[src/rtl/lsr_pkg.sv]
package lsr_pkg;
  localparam int unsigned NUM_CH = 8;
  localparam int unsigned ADDR_W = 12;
  localparam int unsigned OFF_W  = 8;
  localparam int unsigned DATA_W = 16;
  localparam int unsigned N_EVT  = 9;
  localparam int unsigned N_LIVE = 2;
  // 1 = latch on any edge, 0 = rising edge only
  localparam logic [N_LIVE-1:0] ANY_EDGE_MASK = 2'b10;

  localparam logic [OFF_W-1:0] OFF_EVT = 8'h10;
  localparam logic [OFF_W-1:0] OFF_TRN = 8'h11;
  localparam logic [OFF_W-1:0] OFF_ISR = 8'h12;
endpackage

[src/rtl/lsr_edge_det.sv]
module lsr_edge_det #(
  parameter int unsigned   N        = 2,
  parameter logic [N-1:0]  ANY_MASK = '0
) (
  input  logic         clk_i,
  input  logic         rst_ni,
  input  logic [N-1:0] live_i,
  output logic [N-1:0] hit_o
);
  logic [N-1:0] prev_q;

  always_ff @(posedge clk_i or negedge rst_ni) begin
    if (!rst_ni) prev_q <= '0;
    else         prev_q <= live_i;
  end

  for (genvar i = 0; i < N; i++) begin : g_bit
    if (ANY_MASK[i]) begin : g_any
      assign hit_o[i] = live_i[i] ^ prev_q[i];
    end else begin : g_rise
      assign hit_o[i] = live_i[i] & ~prev_q[i];
    end
  end
endmodule

[src/rtl/lsr_latch.sv]
module lsr_latch #(
  parameter int unsigned W = 8
) (
  input  logic         clk_i,
  input  logic         rst_ni,
  input  logic [W-1:0] set_i,
  input  logic         clr_i,
  output logic [W-1:0] q_o
);
  logic [W-1:0] q_q;

  // set wins over a same-cycle clear
  always_ff @(posedge clk_i or negedge rst_ni) begin
    if (!rst_ni) q_q <= '0;
    else         q_q <= (q_q & ~{W{clr_i}}) | set_i;
  end

  assign q_o = q_q;
endmodule

[src/rtl/lsr_channel.sv]
module lsr_channel #(
  parameter int unsigned        N_EVT    = 9,
  parameter int unsigned        N_LIVE   = 2,
  parameter logic [N_LIVE-1:0]  ANY_MASK = '0
) (
  input  logic              clk_i,
  input  logic              rst_ni,
  input  logic [N_EVT-1:0]  evt_i,
  input  logic [N_LIVE-1:0] live_i,
  input  logic              clr_evt_i,
  input  logic              clr_trn_i,
  output logic [N_EVT-1:0]  evt_lat_o,
  output logic [N_LIVE-1:0] trn_lat_o,
  output logic              irq_o
);
  logic [N_LIVE-1:0] hit;

  lsr_edge_det #(.N(N_LIVE), .ANY_MASK(ANY_MASK)) u_edge (
    .clk_i  (clk_i),
    .rst_ni (rst_ni),
    .live_i (live_i),
    .hit_o  (hit)
  );

  lsr_latch #(.W(N_EVT)) u_evt (
    .clk_i  (clk_i),
    .rst_ni (rst_ni),
    .set_i  (evt_i),
    .clr_i  (clr_evt_i),
    .q_o    (evt_lat_o)
  );

  lsr_latch #(.W(N_LIVE)) u_trn (
    .clk_i  (clk_i),
    .rst_ni (rst_ni),
    .set_i  (hit),
    .clr_i  (clr_trn_i),
    .q_o    (trn_lat_o)
  );

  assign irq_o = (|evt_lat_o) | (|trn_lat_o);
endmodule

[src/rtl/lsr_bank.sv]
module lsr_bank
  import lsr_pkg::*;
#(
  parameter int unsigned NCH = NUM_CH
) (
  input  logic                   clk_i,
  input  logic                   rst_ni,
  input  logic                   rd_i,
  input  logic                   wr_i,
  input  logic [ADDR_W-1:0]      addr_i,
  input  logic [DATA_W-1:0]      wdata_i,
  output logic [DATA_W-1:0]      rdata_o,
  input  logic [NCH*N_EVT-1:0]   evt_i,
  input  logic [NCH*N_LIVE-1:0]  live_i,
  output logic [NCH-1:0]         irq_o
);
  localparam int unsigned CH_W  = ADDR_W - OFF_W;
  localparam int unsigned SEL_W = (NCH > 1) ? $clog2(NCH) : 1;

  logic [CH_W-1:0]  ch_fld;
  logic [OFF_W-1:0] off_fld;
  logic             ch_ok;
  logic [SEL_W-1:0] sel;

  assign ch_fld  = addr_i[ADDR_W-1:OFF_W];
  assign off_fld = addr_i[OFF_W-1:0];
  assign ch_ok   = ch_fld < CH_W'(NCH);
  assign sel     = ch_fld[SEL_W-1:0];

  logic [N_EVT-1:0]  evt_lat [NCH];
  logic [N_LIVE-1:0] trn_lat [NCH];
  logic [NCH*N_LIVE-1:0] trn_lat_flat;

  for (genvar c = 0; c < NCH; c++) begin : g_ch
    logic hit_ch;
    assign hit_ch = rd_i && ch_ok && (ch_fld == CH_W'(c));

    lsr_channel #(.N_EVT(N_EVT), .N_LIVE(N_LIVE), .ANY_MASK(ANY_EDGE_MASK)) u_ch (
      .clk_i     (clk_i),
      .rst_ni    (rst_ni),
      .evt_i     (evt_i[c*N_EVT +: N_EVT]),
      .live_i    (live_i[c*N_LIVE +: N_LIVE]),
      .clr_evt_i (hit_ch && (off_fld == OFF_EVT)),
      .clr_trn_i (hit_ch && ((off_fld == OFF_TRN) || (off_fld == OFF_ISR))),
      .evt_lat_o (evt_lat[c]),
      .trn_lat_o (trn_lat[c]),
      .irq_o     (irq_o[c])
    );
    assign trn_lat_flat[c*N_LIVE +: N_LIVE] = trn_lat[c];
  end

  logic [DATA_W-1:0] rdata_d, rdata_q;

  always_comb begin
    rdata_d = '0;
    if (rd_i && ch_ok) begin
      case (off_fld)
        OFF_EVT: rdata_d[N_EVT-1:0]  = evt_lat[sel];
        OFF_TRN: rdata_d[N_LIVE-1:0] = trn_lat[sel];
        OFF_ISR: rdata_d[1:0]        = {|trn_lat[sel], |evt_lat[sel]};
        default: rdata_d = '0;
      endcase
    end
  end

  always_ff @(posedge clk_i or negedge rst_ni) begin
    if (!rst_ni) rdata_q <= '0;
    else         rdata_q <= rdata_d;
  end

  assign rdata_o = rdata_q;

  // latches are read-only; host writes are accepted and dropped
  logic unused_wr;
  assign unused_wr = ^{wr_i, wdata_i};
endmodule

[config.mk]
export PLATFORM = sky130hd
export DESIGN_NAME = lsr_bank
export DESIGN_NICKNAME = d
export VERILOG_FILES = /design/src/rtl/lsr_pkg.sv /design/src/rtl/lsr_edge_det.sv /design/src/rtl/lsr_latch.sv /design/src/rtl/lsr_channel.sv /design/src/rtl/lsr_bank.sv
export SDC_FILE = /design/constraint.sdc
export NUM_CORES = 1
export LEC_CHECK = 0
export CAP_MARGIN = 5
export CORE_ASPECT_RATIO = 1.4
export CORE_MARGIN = 10
export CORE_UTILIZATION = 28
export DETAILED_ROUTE_END_ITERATION = 8
export DONT_BUFFER_PORTS = 1
export PLACE_DENSITY = 0.49
export SYNTH_ARGS = -nofsm -noshare
export SYNTH_HDL_FRONTEND = slang
export SYNTH_HIERARCHICAL = 1
export SYNTH_SLANG_ARGS = --single-unit
[constraint.sdc]
create_clock -name clk_i -period 1.74 [get_ports clk_i]
set_clock_uncertainty 0.2 [all_clocks]
set_input_delay 0 -clock clk_i [delete_from_list [all_inputs] [get_ports clk_i]]
set_output_delay 0 -clock clk_i [all_outputs]
set_load 0.01 [all_outputs]
### Word level (Yosys, flattened, before mapping)

Index checks and enable logic that the tools add are counted.

* flip-flop bits (word level): 113
* input bits: 120
* output and inout port bits: 24
* logic and storage cells: 172

* magnitude comparators: 2
* eq/ne operators: 10
* mux-type cells: 9
* bitwise operators: 81
* reduce and logical (&&, ||, !) cells: 45

Operators by type and width (number)
* 9-bit OR reduction: 9
* 9-bit AND: 8
* 9-bit inverter: 8
* 9-bit bitwise OR: 8
* 9-bit binary-select mux with 3-bit select: 1
* 9-bit two-way mux: 3
* 1-bit logical AND: 25
* 8-bit by 5-bit equality test with 1-bit output, second input constant: 3
* 2-bit OR reduction: 9
* 2-bit AND: 8
* 4-bit by 3-bit equality test with 1-bit output, second input constant: 4
* 2-bit inverter: 8
* 2-bit bitwise OR: 8
* 1-bit AND: 8
* 4-bit by 2-bit equality test with 1-bit output, second input constant: 2
* 1-bit inverter: 8
* 1-bit bitwise OR: 8
* 1-bit XOR: 8
* 7-bit two-way mux: 1
* 2-bit binary-select mux with 3-bit select: 1
* 2-bit case mux with 3 select lines: 1
* 4-bit by 1-bit equality test with 1-bit output, second input constant: 1
* 4-bit >= comparator, second input constant: 1
* 4-bit logical NOT: 1
* other kinds (4): 5

### Logic depth before layout (Yosys ltp)

Gate-level depths: netlist of run 1.

* depth in word-level cells: 7
* mapped depth: 7
* gate-level depth less buffers: 7

### Hierarchy

Netlist of run 1, hierarchy kept.

By module, submodules not included
* lsr_latch at g_ch[0].u_ch.u_evt ...: times used 8, cells an instance 19, area each 296.5 sq um, sequential area each 225.2 sq um
* lsr_bank: times used 1, cells an instance 107, area each 1182.4 sq um, sequential area each 225.2 sq um
* lsr_latch at g_ch[0].u_ch.u_trn ...: times used 8, cells an instance 5, area each 68.8 sq um, sequential area each 50.0 sq um
* lsr_edge_det: times used 8, cells an instance 4, area each 65.1 sq um, sequential area each 50.0 sq um
* lsr_channel: times used 8, cells an instance 4, area each 22.5 sq um, sequential area each 0.0 sq um

### Worst setup path after synthesis of run 1

OpenSTA, ideal clock, no wires.

* path kind: reg-to-reg
* start point: register g_ch[7].u_ch.u_evt.q_q[0]
* end point: register rdata_q[0] (netlist: rdata_o[0])
* library setup time: 0.129 ns
* arrival: 1.404 ns
* data required time: 1.411 ns
* slack: 0.007 ns
* stages on the path, launching flop included: 5
* buffers on the path: 0
* period minus slack after synthesis: 1.733 ns
* cells stage by stage: dfrtp_1 -> mux4_2 -> mux2_2 -> nor4_1 -> nor4_1

* longest elaborated chain between the ends: 6

Ends and longest elaborated chain
* start: declaration: line lsr_latch.sv:10 `logic [W-1:0] q_q;`
* start signal: assignment: line lsr_latch.sv:15 `else q_q <= (q_q & ~{W{clr_i}}) | set_i;`
* 9-bit binary-select mux with 3-bit select *: line lsr_bank.sv:58, lsr_bank.sv:60
* 9-bit two-way mux (implied by the code) * (2 in a row): line lsr_bank.sv:58, lsr_bank.sv:60
* 9-bit OR reduction: line lsr_bank.sv:60 `OFF_ISR: rdata_d[1:0] = {|trn_lat[sel], |evt_lat[sel]};`
* 2-bit case mux with 3 select lines *: line lsr_bank.sv:57 `case (off_fld)`
* 9-bit two-way mux *: line lsr_bank.sv:56 `if (rd_i && ch_ok) begin`
* named net rdata_d[0]: line lsr_bank.sv:52 `logic [DATA_W-1:0] rdata_d, rdata_q;`
* end signal: assignment: line lsr_bank.sv:68 `else rdata_q <= rdata_d;`
* end: declaration: line lsr_bank.sv:52

The timed path passes the listed nets; every way through them passes the cells marked *. The select of a mux whose other input is x is not followed.

### Worst setup path after layout of run 1

* start point: register g_ch[0].u_ch.u_evt.q_q[1]
* end point: register rdata_q[0] (netlist: rdata_o[0])

* longest elaborated chain between the ends: 6

Ends and longest elaborated chain (line)
* start: declaration: lsr_latch.sv:10
* start signal: assignment: lsr_latch.sv:15
* 9-bit binary-select mux with 3-bit select: lsr_bank.sv:60
* 9-bit two-way mux (implied by the code) (2 in a row): lsr_bank.sv:60
* 9-bit OR reduction: lsr_bank.sv:60
* 2-bit case mux with 3 select lines: lsr_bank.sv:57
* 9-bit two-way mux: lsr_bank.sv:56
* named net rdata_d[0]: lsr_bank.sv:52

The timed path passes the listed nets, and every way through them passes these cells. The select of a mux whose other input is x is not followed.

==> results of run 1 <==
-- registers in the layout, summed over array words and instances, names as in the netlist --
register	cells
g_ch.u_ch/u_evt/q_o	72
g_ch.u_ch/u_trn/q_o	16
g_ch.u_ch/u_edge/prev_q	16
rdata_o	9
-- worst min-delay path by stage --
stage,start,end,cells after the start
after floorplan,rst_ni,g_ch[0].u_ch/u_edge/prev_q[0],0
after global placement,rst_ni,g_ch[3].u_ch/u_edge/prev_q[0],0
after detailed placement,rst_ni,g_ch[2].u_ch/u_edge/prev_q[0],0
after CTS,rst_ni,g_ch[2].u_ch/u_edge/prev_q[0],0
after global routing,rst_ni,g_ch[7].u_ch/u_edge/prev_q[0],0
final,rst_ni,g_ch[7].u_ch/u_edge/prev_q[1],0
-- critical path, stage by stage, from the launching register on --
cell and delay [ps]:
dfrtp_1 400, mux4_2 490, mux2i_2 220, buf_4 150
nand4_1 120, nor4_2 210, nor4_1 80
-- cell type report --
class	instances	area (um^2)	area share, %
Multi-Input combinational cell	225	2017	26.88
Sequential cell	113	2828	37.69
Clock inverter	12	132.6	1.768
Inverter	16	60.06	0.8005
Clock buffer	20	466.7	6.221
Timing Repair Buffer	195	1744	23.25
Tap cell	203	254.0	3.386
-- synthesized netlist by cell type, drive strengths merged --
library cell / instances / area (um^2)
a31oi: 1 / 6.260
and3: 1 / 6.260
o21a: 1 / 7.510
mux2: 1 / 11.26
nand4b: 1 / 8.760
conb: 1 / 3.750
mux2i: 10 / 100.1
xor2: 8 / 70.07
inv: 16 / 60.06
or3: 1 / 6.260
mux4: 22 / 495.5
nor4b: 1 / 8.760
nand2b: 4 / 25.02
nor2b: 8 / 50.05
nand3: 8 / 40.04
dfrtp: 113 / 2828
nand2: 4 / 15.01
buf: 14 / 102.6
nor4: 18 / 112.6
o21ai: 1 / 5.000
nor3: 14 / 70.07
nor2: 22 / 82.58
a21oi: 1 / 5.000
clkbuf: 1 / 3.750
nand4: 2 / 12.51
xnor2: 1 / 8.760
a21o: 88 / 660.6
-- per-layer routing --
layer / wire length (um) / vias to the layer above / global-route usage, % / share of wire [%]
li1: - / 1726 / - / -
met1: 6093 / 1870 / 15.62 / 39
met2: 8104 / 115 / 23.55 / 52
met3: 1049 / 16 / 4.362 / 6.8
met4: 290 / 0 / 5.112 / 1.9
met5: 0 / - / 0 / 0
-- logic make-up (layout without fill, tap and decap cells) --
family / after synthesis / count (layout) / synth area share [%]
AOI/OAI and AO/OA: 92 / 92 / 14.24
and+or+nand+nor: 84 / 84 / 9.112
DFF: 113 / 113 / 58.84
buffers and inverters: 31 / 243 / 3.463
xor gates and xnor gates: 9 / 9 / 1.640
other: 1 / 7 / 0.07803
muxes: 33 / 33 / 12.63
-- power groups by stage --
stage,logic (mW),clock network (mW),registers (mW)
3_3_place_gp,0.0734,0,2.70
2_1_floorplan,0.112,0,2.70
5_1_grt,0.334,3.65,2.66
4_1_cts,0.313,3.54,2.66
6_report,0.313,3.47,2.66
3_5_place_dp,0.0729,0,2.70
-- through the flow --
step                total power, mW  setup TNS [ps]  hold WS (ps)  setup slack (ps)  std cells
floorplan                     2.814               0        -495.6             6.751        369
global placement              2.776           -3447        -489.8            -255.6        643
detailed placement            2.776           -6435        -489.3            -262.2        643
CTS                           6.512          -353.1        -923.2            -220.6        783
global route                  6.641          -542.6        -928.2            -368.7        784
finish                        6.437          -398.0        -904.1            -279.5        784
-- timing repair --
action / 4_1_cts / 5_1_grt
gates resized for setup: 19 / 12
endpoints found under the setup margin: 10 / 26
hold endpoints to repair: 226 / 183
pin swaps: 3 / 1
buffers inserted: 0 / 2
==> flow_summary.toml, run 1 <==
[timing]
finalWorstSetupSlack_ps = -279.5
hold_viol_final = 183
fin_crit_ps = 2020
max_freq_mhz = 495.2
drv_slew = 0
hold-worst-slack_ps = -904.1
finalSetupViolations = 2
rsz0062_at_grt = "yes"
finalCritPeriodShare_pct = 116.1

[status]
violations = "negative hold slack, negative setup slack"
status = "complete, but fails checks"

[final_layout]
drive_gt1_share_pct = 30.46
final_common_cell = "dfrtp_1"
areaGrowthSynthToFinish_pct = 56.11
postLayoutCoreUtil_pct = 44.61
layout_common_cells = "dfrtp_1 (113), dlygate4sd3_1 (107), a21o_1 (88)"
fin_nets = 688
final_area_um2 = 7502
fill_cells = 1576
antenna_cells = 0

[setup_path]
path_max_fanout = 2
cp-start-kind = "register"
r2r_start = "g_ch[0].u_ch/u_evt/q_o[1]"
cp.required_ps = 1820
endpoint = "rdata_o[0]"
end_kind = "register"
worst-setup-path-type = "reg -> reg"
cp.arrival_ps = 2090
reg2reg_slack_ps = -280
startpoint = "g_ch[0].u_ch/u_evt/q_o[1]"
r2r_cells = 6
rr_endpoint = "rdata_o[0]"

[detailed_routing]
firstDrtPassIters = 4
vias = 3727
drt_iter0_markers = 233
drc = 0
wl_per_cell_um = 19.82
routed_via_density = 4.754
drt-total-wl_um = 15540
postRouteAntennaNets = 0

[grt]
grt_overflow = 0
grt_pass1_vias = 4252
grt_pass1_wl_um = 23850
track_usage_pct = 13.81
grt_max_degree = 114
antenna_found_initial = 0

[power_and_ir_drop]
share_comb_of_total_power_pct = 4.9
p_int_mw = 5.083
sw_frac_of_total_pct = 21.04
pwr-share-clk_pct = 53.9
peakVddDrop_mv = 0.5925
p_per_area_nw_per_um2 = 858.0
seqPwrFrac_pct = 41.3
netSwitchingPower_mw = 1.354
p_leak_nw = 2.749

[cts]
clockBufferDepth = 2
numClockSinks = 113
cts_tree = "built"
holdBufCountCts = 108
clk_pin_slew_ps = 60
htree_levels = 4
cts-root-buf = "clkbuf_16"
cts-buffers-inserted = 17
clk_latency_ps = 410

[floorplanning]
die-area_um2 = 22880
std_cell_rows = 56
io_pins = 144
die_height_um = 175.0
core_um2 = 16820
die_w_um = 130.7
start_util_pct = 28.58

[synth]
syn-instance-count = 363
synth.ff_latch_count = 113
netlist-cell-type-count = 30
syn-cell-area_um2 = 4806
yosysWarnings = 6
avgSynthCellArea_um2 = 13.24
ys_seq_area_share_pct = 58.84

[run]
maxCapViolations = 0

[worst_hold_path]
hp-class = "in -> async"

[placed_design]
place_area_um2 = 5622
hpwl_um = 11530
io_buffers = 0
gp_congestion = 0.7781
Power figures use the tool's default switching activity.
==> run 2, diff against run 1 <==
- CORE_MARGIN: 10 -> 2
==> run 2 against run 1 <==
Compared with the run above: the run still ends with negative hold slack, negative setup slack left; sequential power hardly changed; routed wire length is 4.3% lower; sequential share of layout area is 0.43 points lower; count of clock-buffer cells in the layout is 1 lower; setup slack better by 96 ps; non-clock buffer count is 11 higher; global-route usage is 3.3 points higher; clock power is 3% higher; maximum frequency is 5.0% higher; via count is 0.75% higher; first-iteration DRC count is 31% lower; final area is 1.2% higher; largest power group unchanged.
==> flow_summary.toml, run 2 (synthesis gave the netlist of run 1 again) <==
[timing]
drv_slew = 0
hold_viol_final = 207
finalCritPeriodShare_pct = 110.5
max_freq_mhz = 520.0
fin_crit_ps = 1923
finalSetupViolations = 2
fin_tns_setup_ps = -254.5
hold-worst-slack_ps = -907.4
rsz0062_at_grt = "yes"
finalWorstSetupSlack_ps = -183.1

[detailed_routing]
wl_per_cell_um = 18.71
postRouteAntennaNets = 0
drc = 0
drt-total-wl_um = 14880
drt_iter0_markers = 160
routed_via_density = 4.723
firstDrtPassIters = 4
vias = 3755

[final_layout]
areaGrowthSynthToFinish_pct = 57.93
fill_cells = 1558
fin_nets = 699
layout_common_cells = "dfrtp_1 (113), dlygate4sd3_1 (108), buf_4 (95)"
drive_gt1_share_pct = 30.74
postLayoutCoreUtil_pct = 45.13
fin_cells = 795
final_common_cell = "dfrtp_1"
register_area_um2 = 2828
antenna_cells = 0
multi_input_area_um2 = 2004
largest_reg_flops = 72

[placed_design]
placedCellCount = 650
hpwl_um = 10730
gp_congestion = 0.8166
io_buffers = 0
pre_cts_slack_ps = -214.5

[cts]
htree_levels = 4
numClockSinks = 113
cts-root-buf = "clkbuf_16"
holdBufCountCts = 111
clockBufferDepth = 2
clk_latency_ps = 410
clk_pin_slew_ps = 60
cts_tree = "built"
cts-buffers-inserted = 17

[setup_path]
slowest_stage = "mux4_2"
cp_num_buf_inv = 0
cp.arrival_ps = 2010
startpoint = "g_ch[7].u_ch/u_evt/q_o[2]"
path_max_fanout = 2
r2r_start = "g_ch[7].u_ch/u_evt/q_o[2]"
path_cells = "mux4_2, mux2i_1, nand4_1, nor4_2, nor4_1"
worst-setup-path-type = "reg -> reg"
cp-start-kind = "register"
cp.required_ps = 1830
cpLargestDelayFamily = "multiplexers"
critPathMaxStageDelay_ps = 510
end_kind = "register"

[power_and_ir_drop]
power_mw = 6.535
p_leak_nw = 2.816
p_per_area_nw_per_um2 = 861.0
peakVddDrop_mv = 0.5685

[grt]
grt_overflow = 0
track_usage_pct = 17.15
grt_max_degree = 114
antenna_found_initial = 0
grt_pass1_vias = 4236
grt_pass1_wl_um = 23380

[status]
status = "complete, but fails checks"
violations = "negative hold slack, negative setup slack"

[floorplanning]
core_um2 = 16820
die_w_um = 114.7
die_height_um = 159.0
std_cell_rows = 56
start_util_pct = 28.58
io_pins = 144
die-area_um2 = 18240

[worst_hold_path]
hp-class = "in -> async"

[run]
maxCapViolations = 0
## run 2: final timing paths
kind	end	slack (ps)	cells after the start
worst min-delay path	g_ch[2].u_ch/u_edge/prev_q[0]	-910	0
worst max register to register	rdata_o[0]	-180	5
worst min register to register	g_ch[0].u_ch/u_trn/q_o[0]	330	1
max in group asynchronous	g_ch[4].u_ch/u_evt/q_o[3]	2040	0
min in group clk_i	g_ch[0].u_ch/u_trn/q_o[0]	-360	3
worst max-delay path	rdata_o[0]	-180	5
## run 2: final cells by class
class	instances	area share, %
well taps	203	3.347
inverters	16	0.7913
repair buffers	206	24.22
clock inverters	13	2.143
multi-input cells	225	26.41
clock buffers	19	5.836
flip-flops and latches	113	37.26
## run 2: what timing repair did
action | in CTS | in global routing
gates resized for setup | 16 | 15
pin swaps | 3 | 4
endpoints found under the setup margin | 9 | 26
hold endpoints to repair | 226 | 184
gates cloned | 0 | 0
setup buffers | 1 | 2
## run 2: layer usage
layer / global-route usage (%) / wire, um
met3: 4.644 / 722
met1: 20.07 / 6006
met4: 6.407 / 336
met5: 0 / 0
met2: 29.75 / 7810
## run 2: stage by stage
| step | area, um^2 | hold WS [ps] |
|---|---|---|
| final | 7590 | -907.4 |
| after detailed placement | 5674 | -492.6 |
| after CTS | 7491 | -937.4 |
| after global routing | 7590 | -935.8 |
| after floorplan | 4828 | -495.6 |
| after global placement | 5674 | -490.6 |
## run 2: worst register-to-register path: stages (launching register included)
cell and delay, ps:
dfrtp_1 370, mux4_2 510, mux2i_1 240, nand4_1 160, nor4_2 260, nor4_1 70
## run 2: report_power, final
group | switching (mW) | internal [mW]
registers | 0.00718 | 2.65
logic | 0.103 | 0.215
clock network | 1.28 | 2.28
total | 1.39 | 5.15
